**src/rtl/i2cTgtPkg.sv**
```systemverilog
package i2cTgtPkg;
  localparam int BYTE_W = 8;
  localparam int CNT_W  = $clog2(BYTE_W + 1);
  localparam int REG_AW = 3;

  localparam logic [REG_AW-1:0] RA_CTRL = 3'd0;
  localparam logic [REG_AW-1:0] RA_STAT = 3'd1;
  localparam logic [REG_AW-1:0] RA_DATA = 3'd2;
  localparam logic [REG_AW-1:0] RA_ADLO = 3'd3;
  localparam logic [REG_AW-1:0] RA_ADHI = 3'd4;

  localparam int CTRL_EN_BIT  = 4;
  localparam int CTRL_OVF_BIT = 5;
  localparam int STAT_IRQ_BIT = 4;

  localparam logic [4:0] HDR10_PREFIX = 5'b11110;

  typedef enum logic [2:0] {
    ST_IDLE, ST_RX, ST_EVAL, ST_ACKWAIT, ST_ACKHOLD, ST_TX, ST_TXACK, ST_SKIP
  } tgtState_t;

  typedef enum logic [1:0] {PH_ADDR1, PH_ADDR2, PH_DATA} tgtPhase_t;

  typedef struct packed {
    logic shiftIn;
    logic shiftOut;
    logic cntUp;
    logic clrCnt;
    logic loadTx;
    logic loadBuf;
    logic setOvf;
    logic setIrq;
    logic setRw;
    logic clrRw;
  } tgtStrobe_t;
endpackage

```
**src/rtl/i2cTgtDatapath.sv**
```systemverilog
module i2cTgtDatapath
  import i2cTgtPkg::*;
#(
  parameter int SYNC_STAGES = 2
) (
  input  logic              clk,
  input  logic              rstN,
  input  logic              sclIn,
  input  logic              sdaIn,
  input  tgtStrobe_t        strobe,
  input  logic              regWrEn,
  input  logic              regRdEn,
  input  logic [REG_AW-1:0] regAddr,
  input  logic [BYTE_W-1:0] regWrData,
  output logic [BYTE_W-1:0] regRdData,
  output logic              sclS,
  output logic              sdaS,
  output logic              sclRise,
  output logic              sclFall,
  output logic              startEv,
  output logic              stopEv,
  output logic [CNT_W-1:0]  bitCnt,
  output logic              bufFull,
  output logic              ovfFlag,
  output logic [3:0]        modeSel,
  output logic              enable,
  output logic              addrHit7,
  output logic              hdrHit,
  output logic              lowHit,
  output logic              rwBit,
  output logic              txBit,
  output logic              irq
);
  localparam int LAST = SYNC_STAGES - 1;

  logic [SYNC_STAGES-1:0] sclPipe, sdaPipe;
  logic sclPrev, sdaPrev;
  logic [BYTE_W-1:0] shiftReg, rxBuf, txBuf, addrLo;
  logic [1:0] addrHi;
  logic rwReg, startSeen, stopSeen, irqReg;
  logic wrCtrl, wrStat, wrData, rdData;

  // pad synchronisers, depth picked by parameter
  generate
    if (SYNC_STAGES == 1) begin : gSync1
      always_ff @(posedge clk or negedge rstN) begin
        if (!rstN) begin
          sclPipe <= '1;
          sdaPipe <= '1;
        end else begin
          sclPipe <= sclIn;
          sdaPipe <= sdaIn;
        end
      end
    end else begin : gSyncN
      always_ff @(posedge clk or negedge rstN) begin
        if (!rstN) begin
          sclPipe <= '1;
          sdaPipe <= '1;
        end else begin
          sclPipe <= {sclPipe[SYNC_STAGES-2:0], sclIn};
          sdaPipe <= {sdaPipe[SYNC_STAGES-2:0], sdaIn};
        end
      end
    end
  endgenerate

  assign sclS = sclPipe[LAST];
  assign sdaS = sdaPipe[LAST];

  always_ff @(posedge clk or negedge rstN) begin
    if (!rstN) begin
      sclPrev <= 1'b1;
      sdaPrev <= 1'b1;
    end else begin
      sclPrev <= sclS;
      sdaPrev <= sdaS;
    end
  end

  assign sclRise = sclS & ~sclPrev;
  assign sclFall = ~sclS & sclPrev;
  assign startEv = sclS & sclPrev & sdaPrev & ~sdaS;
  assign stopEv  = sclS & sclPrev & ~sdaPrev & sdaS;

  assign wrCtrl = regWrEn && (regAddr == RA_CTRL);
  assign wrStat = regWrEn && (regAddr == RA_STAT);
  assign wrData = regWrEn && (regAddr == RA_DATA);
  assign rdData = regRdEn && (regAddr == RA_DATA);

  // shift register and bit counter
  always_ff @(posedge clk or negedge rstN) begin
    if (!rstN) begin
      shiftReg <= '0;
      bitCnt   <= '0;
    end else begin
      if (strobe.loadTx)        shiftReg <= txBuf;
      else if (strobe.shiftIn)  shiftReg <= {shiftReg[BYTE_W-2:0], sdaS};
      else if (strobe.shiftOut) shiftReg <= {shiftReg[BYTE_W-2:0], 1'b1};
      if (strobe.clrCnt)                         bitCnt <= '0;
      else if (strobe.shiftIn || strobe.cntUp)   bitCnt <= bitCnt + 1'b1;
    end
  end

  // host-visible registers
  always_ff @(posedge clk or negedge rstN) begin
    if (!rstN) begin
      modeSel <= '0;
      enable  <= 1'b0;
      ovfFlag <= 1'b0;
      bufFull <= 1'b0;
      rxBuf   <= '0;
      txBuf   <= '0;
      addrLo  <= '0;
      addrHi  <= '0;
      rwReg   <= 1'b0;
      irqReg  <= 1'b0;
    end else begin
      if (wrCtrl) begin
        modeSel <= regWrData[3:0];
        enable  <= regWrData[CTRL_EN_BIT];
      end
      if (strobe.setOvf)  ovfFlag <= 1'b1;
      else if (wrCtrl)    ovfFlag <= regWrData[CTRL_OVF_BIT];
      if (strobe.loadBuf) begin
        bufFull <= 1'b1;
        rxBuf   <= shiftReg;
      end else if (rdData) begin
        bufFull <= 1'b0;
      end
      if (wrData) txBuf <= regWrData;
      if (regWrEn && regAddr == RA_ADLO) addrLo <= regWrData;
      if (regWrEn && regAddr == RA_ADHI) addrHi <= regWrData[1:0];
      if (strobe.setRw)      rwReg <= 1'b1;
      else if (strobe.clrRw) rwReg <= 1'b0;
      if (strobe.setIrq)                          irqReg <= 1'b1;
      else if (wrStat && regWrData[STAT_IRQ_BIT]) irqReg <= 1'b0;
    end
  end

  always_ff @(posedge clk or negedge rstN) begin
    if (!rstN) begin
      startSeen <= 1'b0;
      stopSeen  <= 1'b0;
    end else if (startEv && enable) begin
      startSeen <= 1'b1;
      stopSeen  <= 1'b0;
    end else if (stopEv && enable) begin
      startSeen <= 1'b0;
      stopSeen  <= 1'b1;
    end else if (!enable) begin
      startSeen <= 1'b0;
      stopSeen  <= 1'b0;
    end
  end

  always_comb begin
    case (regAddr)
      RA_CTRL: regRdData = {2'b00, ovfFlag, enable, modeSel};
      RA_STAT: regRdData = {3'b000, irqReg, stopSeen, startSeen, rwReg, bufFull};
      RA_DATA: regRdData = rxBuf;
      RA_ADLO: regRdData = addrLo;
      RA_ADHI: regRdData = {6'b0, addrHi};
      default: regRdData = '0;
    endcase
  end

  assign addrHit7 = (shiftReg[7:1] == addrLo[6:0]) && (shiftReg[7:1] != 7'd0);
  assign hdrHit   = (shiftReg[7:1] == {HDR10_PREFIX, addrHi});
  assign lowHit   = (shiftReg == addrLo);
  assign rwBit    = shiftReg[0];
  assign txBit    = shiftReg[BYTE_W-1];
  assign irq      = irqReg;

  a_r6_load_only_when_free: assert property (@(posedge clk) disable iff (!rstN)
    strobe.loadBuf |-> (!bufFull && !ovfFlag));
  a_r8_full_needs_load: assert property (@(posedge clk) disable iff (!rstN)
    $rose(bufFull) |-> $past(strobe.loadBuf));
  a_r7_ovf_source: assert property (@(posedge clk) disable iff (!rstN)
    $rose(ovfFlag) |-> ($past(strobe.setOvf) || $past(wrCtrl && regWrData[CTRL_OVF_BIT])));
  a_r2_start_bits: assert property (@(posedge clk) disable iff (!rstN)
    (startEv && enable) |=> (startSeen && !stopSeen));
endmodule

```
**src/rtl/i2cTgtControl.sv**
```systemverilog
module i2cTgtControl
  import i2cTgtPkg::*;
(
  input  logic             clk,
  input  logic             rstN,
  input  logic             enable,
  input  logic [3:0]       modeSel,
  input  logic             sclS,
  input  logic             sdaS,
  input  logic             sclRise,
  input  logic             sclFall,
  input  logic             startEv,
  input  logic             stopEv,
  input  logic [CNT_W-1:0] bitCnt,
  input  logic             bufFull,
  input  logic             ovfFlag,
  input  logic             addrHit7,
  input  logic             hdrHit,
  input  logic             lowHit,
  input  logic             rwBit,
  input  logic             txBit,
  output tgtStrobe_t       strobe,
  output logic             sdaDriveLow
);
  localparam logic [CNT_W-1:0] LAST_BIT = CNT_W'(BYTE_W - 1);
  localparam logic [CNT_W-1:0] FULL_CNT = CNT_W'(BYTE_W);

  tgtState_t state, nState, afterAck, nAfter;
  tgtPhase_t phase, nPhase;
  logic ackFlag, nAck, tenArmed, nArmed, masterAck, nMAck;
  logic slave7, slave10, slaveOn, ssIrqOn;
  logic hit, goTx, ackOk;

  assign slave7  = !modeSel[3] && (modeSel[1:0] == 2'b01);
  assign slave10 = !modeSel[3] && (modeSel[1:0] == 2'b10);
  assign slaveOn = slave7 || slave10;
  assign ssIrqOn = !modeSel[3] && modeSel[2] && (modeSel[1:0] != 2'b11);

  always_comb begin
    strobe = '0;
    nState = state;
    nPhase = phase;
    nAck   = ackFlag;
    nAfter = afterAck;
    nArmed = tenArmed;
    nMAck  = masterAck;
    hit    = 1'b0;
    goTx   = 1'b0;
    ackOk  = 1'b0;
    if (!enable) begin
      nState = ST_IDLE;
      nArmed = 1'b0;
    end else if (startEv) begin
      strobe.setIrq = ssIrqOn;
      strobe.clrCnt = 1'b1;
      nPhase = PH_ADDR1;
      nState = slaveOn ? ST_RX : ST_SKIP;
    end else if (stopEv) begin
      strobe.setIrq = ssIrqOn;
      nState = ST_IDLE;
      nArmed = 1'b0;
    end else begin
      case (state)
        ST_RX: begin
          if (sclRise) begin
            strobe.shiftIn = 1'b1;
            if (bitCnt == LAST_BIT) nState = ST_EVAL;
          end
        end
        ST_EVAL: begin
          case (phase)
            PH_ADDR1: begin
              if (slave7) begin
                hit  = addrHit7;
                goTx = rwBit;
                nPhase = PH_DATA;
              end else if (hdrHit && !rwBit) begin
                hit = 1'b1;
                nPhase = PH_ADDR2;
              end else if (hdrHit && rwBit && tenArmed) begin
                hit  = 1'b1;
                goTx = 1'b1;
              end
            end
            PH_ADDR2: begin
              hit = lowHit;
              nPhase = PH_DATA;
            end
            default: hit = 1'b1;
          endcase
          ackOk = hit && !bufFull && !ovfFlag;
          if (hit) begin
            strobe.setIrq = 1'b1;
            if (ackOk) strobe.loadBuf = 1'b1;
            else if (bufFull) strobe.setOvf = 1'b1;
          end
          if (hit && phase == PH_ADDR1) begin
            strobe.setRw = rwBit;
            strobe.clrRw = !rwBit;
          end
          if (ackOk && phase == PH_ADDR2) nArmed = 1'b1;
          nAck = ackOk;
          if (!ackOk) nAfter = (hit && phase == PH_DATA) ? ST_RX : ST_SKIP;
          else        nAfter = goTx ? ST_TX : ST_RX;
          nState = ST_ACKWAIT;
        end
        ST_ACKWAIT: if (sclFall) nState = ST_ACKHOLD;
        ST_ACKHOLD: begin
          if (sclFall) begin
            strobe.clrCnt = 1'b1;
            strobe.loadTx = (afterAck == ST_TX);
            nState = afterAck;
          end
        end
        ST_TX: begin
          if (sclRise) strobe.cntUp = 1'b1;
          else if (sclFall) begin
            if (bitCnt == FULL_CNT) nState = ST_TXACK;
            else strobe.shiftOut = 1'b1;
          end
        end
        ST_TXACK: begin
          if (sclRise) nMAck = !sdaS;
          else if (sclFall) begin
            if (masterAck) begin
              strobe.loadTx = 1'b1;
              strobe.clrCnt = 1'b1;
              strobe.setIrq = 1'b1;
              nState = ST_TX;
            end else begin
              nState = ST_SKIP;
            end
          end
        end
        default: ;
      endcase
    end
  end

  always_ff @(posedge clk or negedge rstN) begin
    if (!rstN) begin
      state     <= ST_IDLE;
      phase     <= PH_ADDR1;
      ackFlag   <= 1'b0;
      afterAck  <= ST_SKIP;
      tenArmed  <= 1'b0;
      masterAck <= 1'b0;
    end else begin
      state     <= nState;
      phase     <= nPhase;
      ackFlag   <= nAck;
      afterAck  <= nAfter;
      tenArmed  <= nArmed;
      masterAck <= nMAck;
    end
  end

  assign sdaDriveLow = enable &&
    (((state == ST_ACKHOLD) && ackFlag) || ((state == ST_TX) && !txBit));

  a_r10_sda_moves_scl_low: assert property (@(posedge clk) disable iff (!rstN)
    (enable && $past(enable) && !$stable(sdaDriveLow)) |-> !sclS);
  a_r3_ack_after_eight: assert property (@(posedge clk) disable iff (!rstN)
    (state == ST_ACKHOLD && ackFlag) |-> (bitCnt == FULL_CNT));
  a_r10_tx_count: assert property (@(posedge clk) disable iff (!rstN)
    (state == ST_TX) |-> (bitCnt <= FULL_CNT));
endmodule

```
**src/rtl/i2cTarget.sv**
```systemverilog
module i2cTarget
  import i2cTgtPkg::*;
#(
  parameter int SYNC_STAGES = 2
) (
  input  logic       clk,
  input  logic       rstN,
  input  logic       sclIn,
  input  logic       sdaIn,
  output logic       sdaDriveLow,
  input  logic       regWrEn,
  input  logic       regRdEn,
  input  logic [2:0] regAddr,
  input  logic [7:0] regWrData,
  output logic [7:0] regRdData,
  output logic       irq
);
  tgtStrobe_t strobe;
  logic sclS, sdaS, sclRise, sclFall, startEv, stopEv;
  logic [CNT_W-1:0] bitCnt;
  logic bufFull, ovfFlag, enable, addrHit7, hdrHit, lowHit, rwBit, txBit;
  logic [3:0] modeSel;

  i2cTgtDatapath #(.SYNC_STAGES(SYNC_STAGES)) uPath (
    .clk(clk), .rstN(rstN), .sclIn(sclIn), .sdaIn(sdaIn), .strobe(strobe),
    .regWrEn(regWrEn), .regRdEn(regRdEn), .regAddr(regAddr),
    .regWrData(regWrData), .regRdData(regRdData),
    .sclS(sclS), .sdaS(sdaS), .sclRise(sclRise), .sclFall(sclFall),
    .startEv(startEv), .stopEv(stopEv), .bitCnt(bitCnt),
    .bufFull(bufFull), .ovfFlag(ovfFlag), .modeSel(modeSel), .enable(enable),
    .addrHit7(addrHit7), .hdrHit(hdrHit), .lowHit(lowHit), .rwBit(rwBit),
    .txBit(txBit), .irq(irq)
  );

  i2cTgtControl uCtrl (
    .clk(clk), .rstN(rstN), .enable(enable), .modeSel(modeSel),
    .sclS(sclS), .sdaS(sdaS), .sclRise(sclRise), .sclFall(sclFall),
    .startEv(startEv), .stopEv(stopEv), .bitCnt(bitCnt),
    .bufFull(bufFull), .ovfFlag(ovfFlag), .addrHit7(addrHit7),
    .hdrHit(hdrHit), .lowHit(lowHit), .rwBit(rwBit), .txBit(txBit),
    .strobe(strobe), .sdaDriveLow(sdaDriveLow)
  );
endmodule

```
**config.mk**
```make
export PLATFORM = sky130hd
export DESIGN_NAME = i2cTarget
export DESIGN_NICKNAME = d
export VERILOG_FILES = /design/src/rtl/i2cTgtPkg.sv /design/src/rtl/i2cTgtDatapath.sv /design/src/rtl/i2cTgtControl.sv /design/src/rtl/i2cTarget.sv
export SDC_FILE = /design/constraint.sdc
export NUM_CORES = 1
export LEC_CHECK = 0
export BUFFER_PORTS_ARGS = -buffer_cell sky130_fd_sc_hd__buf_2
export CAP_MARGIN = 10
export CORE_UTILIZATION = 54
export DETAILED_ROUTE_END_ITERATION = 12
export HOLD_SLACK_MARGIN = 0.03
export PLACE_DENSITY = 0.76
export SLEW_MARGIN = 20
export SYNTH_ARGS = -nofsm -noshare
export SYNTH_HDL_FRONTEND = slang
export SYNTH_SLANG_ARGS = --single-unit
```
**constraint.sdc**
```tcl
create_clock -name clk -period 2.4 [get_ports clk]
set_clock_uncertainty 0.2 [all_clocks]
set_input_delay 0 -clock clk [delete_from_list [all_inputs] [get_ports clk]]
set_output_delay 0 -clock clk [all_outputs]
set_load 0.03 [all_outputs]
```
; Yosys cells after proc, flatten, opt, wreduce, memory -nomap -nowiden
; Cells that the tools add are included.
[word_totals]
reg_bits = 66
wordCells = 219
output_inout_bits = 10
[classes]
n_eq_ne = 37
n_reduce_logical = 50
muxes = 94
bitwise_logic = 13
n_addsub = 1
[op_table]
columns = cell, n
row1 = $mux W3, 19
row2 = $mux W1, 46
row3 = $pmux W8 S5, 1
row4 = $ne A5 B5 Y1 const B, 7
row5 = $mux W2, 16
row6 = $logic_and A1 B1 Y1, 25
row7 = $mux W8, 3
row8 = $pmux W3 S6, 1
row9 = $eq A3 B3 Y1 const B, 5
row10 = $eq A7 B7 Y1, 2
row11 = $eq A3 B2 Y1 const B, 4
row12 = $reduce_bool A2 Y1, 6
row13 = $mux W10, 1
row14 = $ne A5 B4 Y1 const B, 2
row15 = $reduce_and A10 Y1, 1
row16 = $reduce_and A5 Y1, 2
row17 = $ne A9 B1 Y1 const B, 1
row18 = $eq A8 B8 Y1, 1
row19 = $mux W4, 2
row20 = $pmux W2 S2, 2
row21 = $and A1 B1 Y1, 7
row22 = $mux W7, 1
row23 = $reduce_bool A7 Y1, 1
row24 = $eq A3 B1 Y1 const B, 2
row25 = 19 further kinds, 37

; Logic depth before layout (Yosys ltp)
; Gate-level depths: netlist of the first run.
[logic_depth]
depth_word = 22
ltp_mapped = 8
depth_no_buf = 8

; By module
; Synthesis of the first run repeated with hierarchy kept, for this count alone.
[hier_totals]
hier_cells = 330
hier_area_um2 = 3584.7
[by_module_without_submodules]
columns = mod, instances, cells_each, area_per_inst_um2
row1 = i2cTgtDatapath, 1, 215, 2673.8
row2 = i2cTgtControl, 1, 115, 910.9

; Worst setup path after synthesis of the first run
; Ideal clock, no wire load.
[synth_path]
path_type = register -> register
startpoint = register uPath.modeSel[3]
endpoint = register uPath.rxBuf[0]
arrival_time_ns = 2.269
path_stages_with_launch = 8
path_buffers = 1
period_less_slack_ns = 2.594
setup_ns = 0.125
path_slack_ns = -0.194
cell_sequence = dfrtp_1 -> or3b_4 -> nor4_4 -> nand3_2 -> a2111oi_2 -> and2_1 -> buf_6 -> mux2_4
[synth_between]
elab_chain_len = 16
[synth_lines]
columns = element, line
row1 = "start, declared", i2cTgtDatapath.sv:25  ; output logic [3:0] modeSel,
row2 = "start signal, assigned", i2cTgtDatapath.sv:120  ; modeSel <= regWrData[3:0];
row3 = $logic_not A1 Y1 *, i2cTgtControl.sv:34  ; assign slave7 = !modeSel[3] && (modeSel[1:0] == 2'b01);
row4 = $logic_and A1 B1 Y1 *, i2cTgtControl.sv:34
row5 = $mux W1 *, i2cTgtControl.sv:73  ; if (slave7) begin
row6 = $pmux W1 S2 *, i2cTgtControl.sv:71  ; case (phase)
row7 = $mux W1 *, i2cTgtControl.sv:63  ; case (state)
row8 = $mux W1 *, i2cTgtControl.sv:58  ; end else if (stopEv) begin
row9 = $mux W1 *, i2cTgtControl.sv:53  ; end else if (startEv) begin
row10 = $mux W1 *, i2cTgtControl.sv:50  ; if (!enable) begin
row11 = $logic_and A1 B1 Y1 (2 in a row), i2cTgtControl.sv:91  ; ackOk = hit && !bufFull && !ovfFlag;
row12 = $mux W1, i2cTgtControl.sv:94  ; if (ackOk) strobe.loadBuf = 1'b1;
row13 = $mux W3 *, i2cTgtControl.sv:92  ; if (hit) begin
row14 = $mux W2 *, i2cTgtControl.sv:63
row15 = $mux W7 *, i2cTgtControl.sv:58
row16 = $mux W3 *, i2cTgtControl.sv:53
row17 = $mux W10 *, i2cTgtControl.sv:50
row18 = "end signal, assigned", i2cTgtDatapath.sv:127  ; rxBuf <= shiftReg;
row19 = "end, declared", i2cTgtDatapath.sv:38  ; logic [BYTE_W-1:0] shiftReg, rxBuf, txBuf, addrLo;
; Mark *: on every way between the ends. The rest lies on a longest branch, timed or not. The select of a mux whose other input is x is not followed.
; A chain may end at the register's enable or synchronous reset.

; Final worst setup path of the first run
[layout_path]
startpoint = register uPath.shiftReg[1]
endpoint = register uPath.rxBuf[2]
[layout_between]
elab_chain_len = 19
[layout_lines]
columns = element, line
row1 = "start, declared", i2cTgtDatapath.sv:38
row2 = "start signal, assigned", i2cTgtDatapath.sv:97  ; if (strobe.loadTx) shiftReg <= txBuf;
row3 = "start signal, assigned", i2cTgtDatapath.sv:98  ; else if (strobe.shiftIn) shiftReg <= {shiftReg[BYTE_W-2:0], sdaS};
row4 = "start signal, assigned", i2cTgtDatapath.sv:99  ; else if (strobe.shiftOut) shiftReg <= {shiftReg[BYTE_W-2:0], 1'b1};
row5 = $eq A7 B7 Y1, i2cTgtDatapath.sv:169  ; assign hdrHit = (shiftReg[7:1] == {HDR10_PREFIX, addrHi});
row6 = $logic_and A1 B1 Y1 (2 in a row), i2cTgtControl.sv:80  ; end else if (hdrHit && rwBit && tenArmed) begin
row7 = $mux W1, i2cTgtControl.sv:80
row8 = $mux W1, i2cTgtControl.sv:77  ; end else if (hdrHit && !rwBit) begin
row9 = $mux W1, i2cTgtControl.sv:73
row10 = $pmux W1 S2 *, i2cTgtControl.sv:71
row11 = $mux W1 *, i2cTgtControl.sv:63
row12 = $mux W1 *, i2cTgtControl.sv:58
row13 = $mux W1 *, i2cTgtControl.sv:53
row14 = $mux W1 *, i2cTgtControl.sv:50
row15 = $logic_and A1 B1 Y1 (2 in a row), i2cTgtControl.sv:91
row16 = $mux W1, i2cTgtControl.sv:94
row17 = $mux W3 *, i2cTgtControl.sv:92
row18 = $mux W2 *, i2cTgtControl.sv:63
row19 = $mux W7 *, i2cTgtControl.sv:58
row20 = $mux W3 *, i2cTgtControl.sv:53
row21 = $mux W10 *, i2cTgtControl.sv:50
; Marked as above.

==> results of run 1 <==
## power by group through the flow
stage / Clock (mW) / Sequential [mW] / Combinational [mW]
after floorplan: 0 / 1.59 / 1.01
after global placement: 0 / 1.69 / 1.41
after detailed placement: 0 / 1.71 / 1.46
after CTS: 1.05 / 1.70 / 1.56
after global routing: 1.10 / 1.76 / 1.78
final: 1.04 / 1.73 / 1.64
## state kept, by name, summed over array words and instances (netlist names), 2 cells and up
name,count
uCtrl.afterAck,2
uCtrl.phase,2
uCtrl.state,3
uPath.addrHi,2
uPath.addrLo,8
uPath.bitCnt,4
uPath.modeSel,4
uPath.rxBuf,8
uPath.sclPipe,2
uPath.sdaPipe,2
uPath.shiftReg,8
uPath.txBuf,8
## per-stage QoR
step	power [mW]	hold slack (ns)	TNS (ns)
finish	4.410	0.08233	-0.8130
global placement	3.093	-0.1598	-1.240
detailed placement	3.163	-0.1499	-1.581
floorplan	2.596	-0.4956	-0.9484
global route	4.638	0.08998	-1.190
CTS	4.313	0.03955	-0.6558
## layer usage
layer	vias to the layer above	part of all wire, %
li1	1306	-
met1	1416	45
met2	131	47
met3	25	5.7
met4	0	2.8
met5	-	0
## worst min-delay path by stage
stage,cells after the start,to,startpoint
after floorplan,0,uCtrl.ackFlag,rstN
after global routing,3,uPath.bufFull,regAddr[0]
after detailed placement,1,uPath.bitCnt[0],rstN
after global placement,1,uPath.bitCnt[0],rstN
final,3,uPath.bufFull,regAddr[0]
after CTS,3,uPath.bufFull,regAddr[0]
## cell families after synthesis
| group | after synthesis | share of synthesized area, % |
|---|---|---|
| multiplexers | 50 | 17.83 |
| AND/OR/NAND/NOR | 97 | 15.03 |
| AO/OA/AOI/OAI | 57 | 10.94 |
| adder cells (fa/ha/maj) | 2 | 0.7172 |
| buffers and inverters | 26 | 3.049 |
| flip-flops | 65 | 46.92 |
| XOR/XNOR | 22 | 5.524 |
## layout make-up
cell class / count / area, sq um
Multi-Input combinational cell: 228 / 1823
Sequential cell: 65 / 1644
Fill cell: 413 / 1588
Timing Repair Buffer: 89 / 663.1
Clock buffer: 9 / 123.9
Clock inverter: 7 / 95.09
Tap cell: 75 / 93.84
Inverter: 8 / 30.03
## critical path, cell delays in order (launching register included)
cell	delay (ns)
dfrtp_2	0.47
xor2_1	0.18
nor4_2	0.21
buf_4	0.17
a311oi_4	0.11
a2111oi_4	0.40
and2_4	0.22
buf_12	0.14
mux2_4	0.30
## cell usage in the layout, fill, tap and decap left out, types with 3 or more instances in the layout
cell type / count
nand2b_1: 7
nand3b_1: 3
o31ai_1: 3
buf_4: 44
mux2_4: 8
nor2b_1: 8
dfrtp_2: 6
mux2_2: 25
nor4_2: 4
o21ai_0: 13
nor3_1: 4
dfstp_2: 8
dlygate4sd3_1: 16
nor2_1: 26
inv_1: 8
nor3b_1: 3
nand4_1: 3
dfrtp_1: 51
a21oi_1: 15
a21o_1: 4
nand2_1: 19
mux2i_1: 13
a211oi_1: 3
buf_2: 26
clkbuf_8: 9
mux4_2: 4
nand4b_1: 4
xor2_1: 18
nand3_1: 8
## timing repair
action,4_1_cts,5_1_grt
resized for setup,9,7
hold buffers,16,0
hold endpoints to repair,93,0
pin swaps,4,3
buffers inserted,3,4
endpoints found under the setup margin,8,11
==> summary.md, run 1 <==
| Metric | Value |
|---|---|
| Reg2reg end | uPath.rxBuf[2] |
| Count leader, synth | dfrtp_1 |
| Final Hold Vio Count | 0 |
| Final GP Congestion | 0.9075 |
| Antenna Nets Post-Route | 0 |
| Max-Cap Viols | 0 |
| GRT met3 Usage | 7.033% |
| Die W | 82.38 um |
| Worst Setup Start Kind | register |
| Reg2Reg Launch Point | uPath.shiftReg[1] |
| Flop pwr share | 39.2% |
| Relative slew slack | 37.23% |
| Avg Inst Size Synth | 10.94 sq um |
| TritonCTS clock tree | built |
| Ys flop type | dfrtp_1 |
| Final design instance area without fill | 4473 sq um |
| Total Wirelength | 9457 um |
| Overflow after GRT | 0 |
| Internal | 2.790 mW |
| GR Util All Layers | 30.87% |
| Dpl ws | -0.2021 ns |
| Synth-to-layout area growth | 28.23% |
| Fraction of layout cells with a size suffix above 1 | 37.93% |
| Placed inst area | 3989 sq um |
| EDFF count, synth | 0 |
| CP endpoint | uPath.rxBuf[2] |
| Number of global-route vias before repair | 2772 |
| Cell taking the most area after synthesis | dfrtp_1 |
| Worst Setup SP | uPath.shiftReg[1] |
| Routed length per instance | 19.66 um |
| Top post-synthesis cells by area | dfrtp_1 (41%), mux2_2 (8.1%), dfstp_2 (6.0%) |
| Hold/Removal Path Class | in2reg |
| Min cycle time layout | 2.513 ns |
| Slew Limit Fails | 0 |
| Post-Place Cells | 444 |
| DRT Pass-1 Iters | 6 |
| Sequential share of the synthesized area | 46.92% |
| Sw power | 1.620 mW |
| Status | complete, but fails checks |
| Clk pin slew, worst setup/hold paths | 0.08 ns |
| Tightest Pin Transition | 0.9385 ns |
| First-pass GRT wire length | 14760 um |
| Worst vdd ir | 0.5902 mV |
| Clk buf depth | 2 |
| Crit path required time | 2.44 ns |
| Placed wire-length estimate | 6293 um |
| Reg-to-reg setup timing slack | -0.11 ns |
| Clock root buffer | clkbuf_8 |
| RSZ-0062 raised after global routing | yes |
| Initial cell density of the core | 57.56% |
| Core area | 6061 sq um |
| Layout Nets | 420 |
| Synth Instances | 319 |
| Leak | 1.996 nW |
| DRC Markers | 0 |
| Clock power frac | 23.7% |
| I/O Buffers | 26 |
| DR vias | 2878 |
| Rows | 28 |
| Clock sink total | 65 |
| Clock latency on the worst-skew pair | 0.36 ns |
| Flops & latches, synth | 65 |
| DR vias/cell | 5.983 |
| Die footprint | 6786 sq um |
| Distinct cells, synth | 51 |
| CP arrival | 2.55 ns |
| Initial antenna violation count | 0 |
| Final worst slack | -0.1126 ns |
| Worst Path Max Fanout | 9 |
| Final setup violation count | 8 |
| Total number of H-tree levels | 3 |
| # IOs | 27 |
| Post-Layout Cell Count | 481 |
| First-iteration detailed-routing DRC count | 362 |
| Kind of critical path | reg2reg |
| Largest net degree at the start of global routing | 24 |
| Antenna cells | 0 |
| GR Util met2 | 46.69% |
| Failing checks | setup timing |
| Max frequency | 0.3980 GHz |
| Die height | 82.38 um |
| Gate power share | 37.2% |
| Syn nets | 338 |
| Gr busiest metal | met2 |
| Number of buffers created by CTS | 9 |
| Post-synth top cells | dfrtp_1 (57), nor2_1 (26), mux2_2 (25), xor2_1 (20), nand2_1 (19) |
| Met1 Use GR | 42.92% |
| Ys Warns | 0 |
| Sw frac | 36.72% |
| Power Density | 985.9 nW/um^2 |
| Asr flop ratio synth | 100.0% |
| Setup crit end kind | register |
| Post-Syn Area | 3488 sq um |
| Yosys top cell area share | 40.89% |
| Final core utilization | 73.80% |
| R2r worst-path depth | 8 |
| Final period util | 104.7% |
(Power assumes the default switching activity.)
==> inputs of run 2 (changes only) <==
- CORE_UTILIZATION: 54 -> 35
- PLACE_DENSITY: 0.76 -> default
==> summary.md, run 2 (synthesis results as in run 1) <==
| Metric | Value |
|---|---|
| I/O Buffers | 26 (unchanged) |
| Total Wirelength | 8479 um (-10%) |
| Multi-input logic area | 1802 sq um (-1.2%) |
| Tightest Pin Transition | 0.8081 ns (-0.1303 ns) |
| Worst vdd ir | 0.3190 mV (-46%) |
| GR Util All Layers | 18.09% (-13 points) |
| Largest net degree at the start of global routing | 66 (+180%) |
| Die footprint | 10370 sq um (+53%) |
| Synth-to-layout area growth | 28.95% |
| Reg-to-reg setup timing slack | -0.09 ns (+0.03 ns) |
| Fillcell total | 929 (+120%) |
| Placed wire-length estimate | 6182 um (-1.8%) |
| Slew Limit Fails | 0 (unchanged) |
| Final worst slack | -0.08642 ns (+0.02615 ns) |
| Clock sink total | 65 (unchanged) |
| First-pass GRT wire length | 13800 um (-6.5%) |
| Layout Nets | 418 (-0.48%) |
| DR vias/cell | 4.991 (-17%) |
| Max frequency | 0.4022 GHz (+1.1%) |
| Worst hold start | regAddr[1] |
| Routed length per instance | 15.79 um (-20%) |
| R2r worst-path depth | 7 (-1) |
| Commonest non-fill, non-tap cell in the layout | dfrtp_1 |
| RSZ-0062 raised after global routing | yes |
| Final Hold Vio Count | 0 (unchanged) |
| Failing checks | setup timing |
| Initial cell density of the core | 35.85% (-22 points) |
| Setup crit end kind | register |
| DR vias | 2680 (-6.9%) |
| Reg2reg end | uPath.rxBuf[3] |
| Final period util | 103.6% (-1.1 points) |
| Power Density | 955.1 nW/um^2 (-3.1%) |
| Number of buffers created by CTS | 9 (unchanged) |
| Die W | 101.8 um (+24%) |
| Placed inst area | 4069 sq um (+2.0%) |
| Leak | 1.992 nW (-0.22%) |
| Relative slew slack | 46.12% (+8.9 points) |
| Clock root buffer | clkbuf_8 |
| DRT Pass-1 Iters | 5 (-1) |
| Hold EP | uPath.irq |
| Post-layout power | 4.296 mW (-2.6%) |
| DRC Markers | 0 (unchanged) |
| Antenna Nets Post-Route | 0 (unchanged) |
| CP arrival | 2.52 ns (-0.03 ns) |
| Crit path required time | 2.43 ns (about the same) |
| Hold path depth | 5 (+2) |
| # IOs | 27 (unchanged) |
| Worst Path Max Fanout | 9 (unchanged) |
| Clock latency on the worst-skew pair | 0.35 ns (about the same) |
| Min cycle time layout | 2.486 ns (-0.02615 ns) |
| Core area | 9729 sq um (+61%) |
| Rows | 36 (+29%) |
| First-iteration detailed-routing DRC count | 135 (-63%) |
| Kind of critical path | reg2reg |
| Final core utilization | 46.23% (-28 points) |
| Max-Cap Viols | 0 (unchanged) |
| Initial antenna violation count | 0 (unchanged) |
| Final setup violation count | 8 (unchanged) |
| Die height | 101.8 um (+24%) |
| Clk buf depth | 2 (unchanged) |
| Storage element area | 1639 sq um (-0.30%) |
| Status | complete, but fails checks |
| Final GP Congestion | 0.9302 (+2.5%) |
| Overflow after GRT | 0 (unchanged) |
| Clk pin slew, worst setup/hold paths | 0.07 ns (about the same) |
| Fraction of layout cells with a size suffix above 1 | 35.40% (-2.5 points) |
| Most frequent cells in the layout | dfrtp_1 (55), buf_4 (45), nor2_1 (26), buf_2 (26), mux2_2 (25) |
| Final design instance area without fill | 4498 sq um (+0.56%) |
| Number of global-route vias before repair | 2642 (-4.7%) |
| Final TNS setup | -0.6467 ns (+0.1663 ns) |
| Total number of H-tree levels | 3 (unchanged) |
| Hold/Removal Path Class | in2reg |
| Reg2Reg Launch Point | uPath.shiftReg[5] |
| Dpl ws | -0.1886 ns (+0.01351 ns) |
| Worst Setup Start Kind | register |
| TritonCTS clock tree | built |
| Antenna cells | 0 (unchanged) |
run 2: cell count changes in the layout (fill, tap and decap cells not counted), sizes merged:
cell and change:
clkinvlp -1, buf -1, dlygate4sd3 -1, clkbuf +5, clkinv -4
run 2: metal layers:
metal  GRT usage, %  vias to the layer above  share of wire (%)
met1          25.23                     1292                 47
met3          2.736                       16                4.9
met5              0                        -                  0
met4          9.560                        0                2.6
met2          27.23                       68                 45
li1               -                     1304                  -
run 2: through the flow:
stage,hold slack (ns),cells
after detailed placement,-0.09247,503
after floorplan,-0.4956,319
after global placement,-0.09161,503
final,0.06556,537
after CTS,0.06532,538
after global routing,0.08902,537
run 2: timing repair:
item,CTS,global route
setup buffers,4,1
hold buffers,15,0
endpoints found under the hold margin,85,0
gates resized for setup,3,4
endpoints found under the setup margin,8,11
pin swaps,4,4
run 2: worst max path at each step:
stage | startpoint | cells after the start | end
floorplan | uPath.shiftReg[2] | 8 | uPath.rxBuf[0]
global placement | uPath.shiftReg[7] | 8 | uPath.rxBuf[6]
detailed placement | uPath.shiftReg[5] | 7 | uPath.rxBuf[2]
CTS | uPath.shiftReg[3] | 8 | uPath.rxBuf[3]
global route | uPath.shiftReg[2] | 8 | uPath.rxBuf[1]
finish | uPath.shiftReg[5] | 7 | uPath.rxBuf[3]
run 2: critical path: stages (launching register included):
cell       delay (ns)
dfrtp_1          0.43
xor2_1           0.19
nor4_1           0.34
a211oi_1         0.19
a2111oi_4        0.37
and2_4           0.22
buf_12           0.13
mux2_4           0.30
run 2: layout make-up:
class                   instances  area share [%]
repair buffers                 87           14.19
flip-flops and latches         65           36.44
clock inverters                 2           1.335
well taps                     133           3.700
inverters                       8          0.6676
clock buffers                  14           3.616
multi-input cells             228           40.06
run 2: power breakdown:
group          internal, mW  leakage [nW]  switching, mW
sequential             1.39         0.812          0.292
combinational         0.802          1.07          0.763
clock                 0.643         0.111          0.404
total                  2.84          1.99           1.46
